`src/rtl/dlp_pkg.sv`:
```
package dlp_pkg;
    localparam int CHUNK_W  = 32;
    localparam int N_CHUNKS = 16;
    localparam int DICT_N   = 8;

    typedef enum logic [1:0] {
        ST_IDLE = 2'd0,
        ST_RUN  = 2'd1,
        ST_EMIT = 2'd2
    } walk_state_t;
endpackage

```
`src/rtl/dlp_match.sv`:
```
module dlp_match #(
    parameter int CHUNK_W = dlp_pkg::CHUNK_W,
    parameter int DICT_N  = dlp_pkg::DICT_N,
    localparam int PW     = $clog2(DICT_N)
) (
    input  logic [CHUNK_W-1:0]        chunk,
    input  logic [DICT_N*CHUNK_W-1:0] dict_vals,
    input  logic [DICT_N-1:0]         dict_vld,
    output logic                      hit,
    output logic [PW-1:0]             hit_idx,
    output logic                      has_free,
    output logic [PW-1:0]             free_idx
);
    // Scan from the top so the lowest-numbered candidate wins.
    always_comb begin
        hit      = 1'b0;
        hit_idx  = '0;
        has_free = 1'b0;
        free_idx = '0;
        for (int e = DICT_N - 1; e >= 0; e--) begin
            if (dict_vld[e] && dict_vals[e*CHUNK_W +: CHUNK_W] == chunk) begin
                hit     = 1'b1;
                hit_idx = PW'(e);
            end
            if (!dict_vld[e]) begin
                has_free = 1'b1;
                free_idx = PW'(e);
            end
        end
    end
endmodule

```
`src/rtl/dlp_unpack.sv`:
```
module dlp_unpack #(
    parameter int CHUNK_W  = dlp_pkg::CHUNK_W,
    parameter int N_CHUNKS = dlp_pkg::N_CHUNKS,
    parameter int DICT_N   = dlp_pkg::DICT_N,
    localparam int PW      = $clog2(DICT_N)
) (
    input  logic [DICT_N*CHUNK_W-1:0]   dict_vals,
    input  logic [N_CHUNKS*PW-1:0]      ptrs,
    output logic [N_CHUNKS*CHUNK_W-1:0] line
);
    for (genvar k = 0; k < N_CHUNKS; k++) begin : g_lane
        logic [PW-1:0] sel;
        assign sel = ptrs[k*PW +: PW];
        assign line[k*CHUNK_W +: CHUNK_W] = dict_vals[sel*CHUNK_W +: CHUNK_W];
    end
endmodule

```
`src/rtl/dict_line_packer.sv`:
```
module dict_line_packer #(
    parameter int CHUNK_W  = dlp_pkg::CHUNK_W,
    parameter int N_CHUNKS = dlp_pkg::N_CHUNKS,
    parameter int DICT_N   = dlp_pkg::DICT_N,
    localparam int PW      = $clog2(DICT_N),
    localparam int CW      = $clog2(N_CHUNKS),
    localparam int LINE_W  = N_CHUNKS * CHUNK_W,
    localparam int DICT_W  = DICT_N * CHUNK_W,
    localparam int PTRS_W  = N_CHUNKS * PW
) (
    input  logic              clk,
    input  logic              rst,
    input  logic              in_valid,
    output logic              in_ready,
    input  logic [LINE_W-1:0] in_line,
    output logic              out_valid,
    output logic [DICT_W-1:0] out_dict_vals,
    output logic [DICT_N-1:0] out_dict_vld,
    output logic [PTRS_W-1:0] out_ptrs,
    output logic              out_compressible,
    input  logic [DICT_W-1:0] dec_dict,
    input  logic [PTRS_W-1:0] dec_ptrs,
    output logic [LINE_W-1:0] dec_line
);
    import dlp_pkg::*;

    walk_state_t       st_q;
    logic [CW-1:0]     idx_q;
    logic [LINE_W-1:0] line_q;
    logic [DICT_W-1:0] dval_q;
    logic [DICT_N-1:0] dvld_q;
    logic [PTRS_W-1:0] ptr_q;
    logic              fail_q;

    logic [CHUNK_W-1:0] cur_chunk;
    logic               m_hit, m_free;
    logic [PW-1:0]      m_hit_idx, m_free_idx;

    assign cur_chunk = line_q[idx_q*CHUNK_W +: CHUNK_W];
    assign in_ready  = (st_q == ST_IDLE);

    dlp_match #(.CHUNK_W(CHUNK_W), .DICT_N(DICT_N)) u_match (
        .chunk     (cur_chunk),
        .dict_vals (dval_q),
        .dict_vld  (dvld_q),
        .hit       (m_hit),
        .hit_idx   (m_hit_idx),
        .has_free  (m_free),
        .free_idx  (m_free_idx)
    );

    dlp_unpack #(.CHUNK_W(CHUNK_W), .N_CHUNKS(N_CHUNKS), .DICT_N(DICT_N)) u_unpack (
        .dict_vals (dec_dict),
        .ptrs      (dec_ptrs),
        .line      (dec_line)
    );

    // Chunk walk: one chunk per edge while running.
    always_ff @(posedge clk) begin
        if (rst) begin
            st_q   <= ST_IDLE;
            idx_q  <= '0;
            line_q <= '0;
            dval_q <= '0;
            dvld_q <= '0;
            ptr_q  <= '0;
            fail_q <= 1'b0;
        end else begin
            case (st_q)
                ST_IDLE: begin
                    if (in_valid) begin
                        st_q   <= ST_RUN;
                        idx_q  <= '0;
                        line_q <= in_line;
                        dval_q <= '0;
                        dvld_q <= '0;
                        ptr_q  <= '0;
                        fail_q <= 1'b0;
                    end
                end
                ST_RUN: begin
                    if (!fail_q) begin
                        if (m_hit) begin
                            ptr_q[idx_q*PW +: PW] <= m_hit_idx;
                        end else if (m_free) begin
                            dval_q[m_free_idx*CHUNK_W +: CHUNK_W] <= cur_chunk;
                            dvld_q[m_free_idx]                    <= 1'b1;
                            ptr_q[idx_q*PW +: PW]                 <= m_free_idx;
                        end else begin
                            fail_q <= 1'b1;
                        end
                    end
                    idx_q <= idx_q + 1'b1;
                    if (idx_q == CW'(N_CHUNKS - 1)) st_q <= ST_EMIT;
                end
                ST_EMIT: st_q <= ST_IDLE;
                default: st_q <= ST_IDLE;
            endcase
        end
    end

    // Output register stage.
    always_ff @(posedge clk) begin
        if (rst) begin
            out_valid        <= 1'b0;
            out_dict_vals    <= '0;
            out_dict_vld     <= '0;
            out_ptrs         <= '0;
            out_compressible <= 1'b0;
        end else begin
            out_valid <= (st_q == ST_EMIT);
            if (st_q == ST_EMIT) begin
                out_dict_vals    <= dval_q;
                out_dict_vld     <= dvld_q;
                out_ptrs         <= fail_q ? '0 : ptr_q;
                out_compressible <= !fail_q;
            end
        end
    end
endmodule

```
`config.mk`:
```
export PLATFORM = sky130hd
export DESIGN_NAME = dict_line_packer
export DESIGN_NICKNAME = d
export VERILOG_FILES = /design/src/rtl/dlp_pkg.sv /design/src/rtl/dlp_match.sv /design/src/rtl/dlp_unpack.sv /design/src/rtl/dict_line_packer.sv
export SDC_FILE = /design/constraint.sdc
export NUM_CORES = 2
export LEC_CHECK = 0
export CAP_MARGIN = 15
export CELL_PAD_IN_SITES_DETAIL_PLACEMENT = 1
export CELL_PAD_IN_SITES_GLOBAL_PLACEMENT = 2
export CORE_AREA = 2 2 632 634
export CTS_BUF_LIST = sky130_fd_sc_hd__clkbuf_4 sky130_fd_sc_hd__clkbuf_8
export DETAILED_ROUTE_END_ITERATION = 10
export DIE_AREA = 0 0 634 636
export PLACE_DENSITY_LB_ADDON = 0.1
export SLEW_MARGIN = 40
export SYNTH_ARGS = -nofsm -noshare
export SYNTH_HDL_FRONTEND = slang
export SYNTH_HIERARCHICAL = 1
export SYNTH_SLANG_ARGS = --single-unit
```
`constraint.sdc`:
```
create_clock -name clk -period 8.8 [get_ports clk]
set_input_delay 1.32 -clock clk [delete_from_list [all_inputs] [get_ports clk]]
set_output_delay 1.32 -clock clk [all_outputs]
set_load 0.01 [all_outputs]
```
==> qor.yml <==
clkLatencyLatePin_ns: 1.05
crit_path_start: "idx_q[0]"
fin_skew_ns: 0.0894
pwr-share-clk_pct: 36.5
overflow: 0
synth.avg_cell_area_um2: 10.5
finish.net_count: 9663
endpoint_kind: "flop"
fp.dieArea_um2: 403000
placed_cell_area_um2: 101000
dpl.hpwl_um: 419000
p_leak_nw: 36.6
status: "complete, no violations"
via_per_inst: 5.27
synth_edf_count: 0
htreeDepth: 4
place_congestion: 0.894
async_flop_share_pct: 0
ff_latch_area_um2: 22900
layout_common_cells: "nand2_1 (1892), clkdlybuf4s50_1 (1596), dfxtp_1 (1140)"
slew_headroom_pct: 35.9
tightest_slew_ns: 0.961
path_class: "reg -> reg"
hold_depth: 2
hold_viol: 0
cts_inserted_buffers: 232
initial_core_util_pct: 20.4
synthesis.area_um2: 81000
layout_commonest_cell: "nand2_1"
ir_drop_uv: 104
io_pins: 1646
worstReg2RegStart: "idx_q[0]"
antenna_left: 0
critPathLaunchType: "flop"
cts.sinks: 1145
rsz0062_at_grt: "no"
min_period_ns: 7.50
fp.dieH_um: 636
arrival_ns: 8.44
layout-drive-gt1-share_pct: 18.0
num_rows: 232
grt_pass1_wl_um: 735000
hp-class: "reg -> reg"
p_sw_mw: 5.74
die_width_um: 634
worst_slack_ns: 1.30
power.density_nw_per_um2: 156
post_cts_resize_count: 0
synth_cell_types: 71
dr.first_iter.drc_count: 6275
wl_um: 560000
drc_errors: 0
fill_cells: 44500
synthesis.nets: 8556
vias: 75800
cp_max_fo: 39
intPower_mw: 10.9
setup_viol: 0
post_drt_wl_per_cell_um: 39.0
p_comb_share_pct: 30.7
synth-main-ff-cell: "dfxtp_1"
finalMaxSlewViolations: 0
grt_max_degree: 169
antenna_found_initial: 206
dr.pass1.iters: 6
fin_area_um2: 107000
cts_setup_buffers: 0
synth_cells: 7730
pre_cts_ws_ns: 1.50
yosysWarnings: 6
multiInputGateArea_um2: 53300
p_seq_share_pct: 32.8
r2r_setup_slack_ns: 1.30
required_ns: 9.74
holdPathEnd: "out_ptrs[0]"
grt_pass1_vias: 75500
cts_tree: "yes"
core_um2: 397000
cts.path.max_buffers: 4
io_buffer_count: 1645
fmax_mhz: 133
cts_root_buf: "clkbuf_8"
period_share_pct: 85.2
rr_worst_depth: 20
clkTransAtPathRegs_ns: 0.06
grtUsageTotal_pct: 26.6
cap_violations: 0
holdBufCountCts: 0
syn_to_final_growth_pct: 31.5
tns_ns: 0
switching_share_pct: 34.5
r2r_end: "ptr_q[15]"
ys_seq_area_share_pct: 28.3
synth-seq-cells: 1145
hold_path_startpoint: "ptr_q[0]"
-- registers in the layout, summed over array words and instances, names as in the netlist --
register          cells
line_q              512
dval_q              256
out_dict_vals       256
out_ptrs             48
ptr_q                48
dvld_q                8
out_dict_vld          8
idx_q                 4
st_q                  2
fail_q                1
out_compressible      1
out_valid             1
-- area by class of cell --
cell class                      instances  share of cell area [%]
Tap cell                             5265                    6.18
Clock buffer                          357                    4.18
Multi-Input combinational cell       5560                    50.0
Sequential cell                      1145                    21.5
Antenna cell                          112                   0.263
Clock inverter                         37                   0.412
Inverter                               42                   0.148
Timing Repair Buffer                 1856                    17.3
-- power by group through the flow --
stage | Combinational, mW | Sequential [mW] | Clock (mW)
final | 5.11 | 5.46 | 6.07
after global placement | 5.00 | 5.57 | 0
after CTS | 5.08 | 5.46 | 6.28
after floorplan | 2.40 | 5.50 | 0
after detailed placement | 5.06 | 5.57 | 0
after global routing | 5.26 | 5.47 | 6.50
-- cells by family (layout without fill, tap and decap cells) --
logic type | after synthesis | after routing | synth area share [%]
AO/OA/AOI/OAI | 1313 | 1313 | 9.34
other | 0 | 112 | 0
buffers and inverters | 1025 | 2292 | 6.27
flip-flops | 1145 | 1145 | 28.3
multiplexers | 1766 | 1766 | 42.0
AND/OR/NAND/NOR | 2216 | 2216 | 11.2
adder cells (fa/ha/maj) | 7 | 7 | 0.108
XOR/XNOR | 258 | 258 | 2.80
-- synth_stat cells, types with 34 or more instances --
| cell type | instances | area share, % |
|---|---|---|
| buf_6 | 133 | 1.8 |
| mux2_2 | 508 | 7.1 |
| mux4_1 | 700 | 23 |
| nor2b_1 | 34 | 0.26 |
| nor2_1 | 63 | 0.29 |
| o21ai_0 | 168 | 1.0 |
| mux2i_1 | 211 | 2.6 |
| inv_1 | 41 | 0.19 |
| nand2_1 | 1894 | 8.8 |
| o21ai_1 | 61 | 0.38 |
| a22oi_1 | 55 | 0.51 |
| xor2_1 | 79 | 0.85 |
| buf_1 | 106 | 0.49 |
| nand3b_1 | 50 | 0.46 |
| dfxtp_1 | 1145 | 28 |
| clkbuf_1 | 621 | 2.9 |
| nand4_1 | 48 | 0.37 |
| mux4_2 | 343 | 9.5 |
| a21oi_1 | 843 | 5.2 |
| xnor2_1 | 178 | 1.9 |
| buf_2 | 95 | 0.59 |
-- metal layers --
| metal | GRT usage [%] | vias to the layer above | wire [um] |
|---|---|---|---|
| li1 | - | 31300 | - |
| met1 | 34.3 | 40100 | 237000 |
| met2 | 41.5 | 3462 | 253000 |
| met3 | 6.64 | 809 | 41300 |
| met4 | 12.7 | 72 | 28200 |
| met5 | 0 | - | 482 |
-- stage by stage --
step / power (mW) / hold WS (ns) / cells / util (%)
2_1_floorplan: 7.90 / 0.432 / 7730 / -
3_3_place_gp: 10.6 / 0.442 / 13800 / 25.4
3_5_place_dp: 10.6 / 0.448 / 13900 / 25.5
4_1_cts: 16.8 / 0.422 / 14300 / 26.7
5_1_grt: 17.2 / 0.467 / 14300 / 26.8
6_report: 16.6 / 0.441 / 14400 / 26.8
-- critical path, cell delays in order (launching register included) --
cell and delay [ns]:
dfxtp_4 0.85, buf_12 0.34, mux4_1 0.63, nor2_1 0.14, a2111oi_2 0.11, buf_4 0.20, a31oi_2 0.42, buf_4 0.40
inv_1 0.48, xor2_1 0.31, nor4_1 0.39, nand4_1 0.17, nor4_1 0.48, a21boi_0 0.36, o21ai_2 0.22, nand2_1 0.14
a21oi_2 0.40, a21boi_0 0.24, nor2_1 0.56, nand2_1 0.29, mux2i_1 0.21
-- worst max-delay path by stage --
stage	depth (start not counted)	slack [ns]	end
final	20	1.30	ptr_q[15]
after global routing	22	1.05	ptr_q[19]
after CTS	21	1.45	ptr_q[19]
after detailed placement	21	1.50	ptr_q[19]
after global placement	20	1.09	ptr_q[7]
after floorplan	22	4.02	ptr_q[0]
Note: power is estimated with default switching activity, not from simulation.
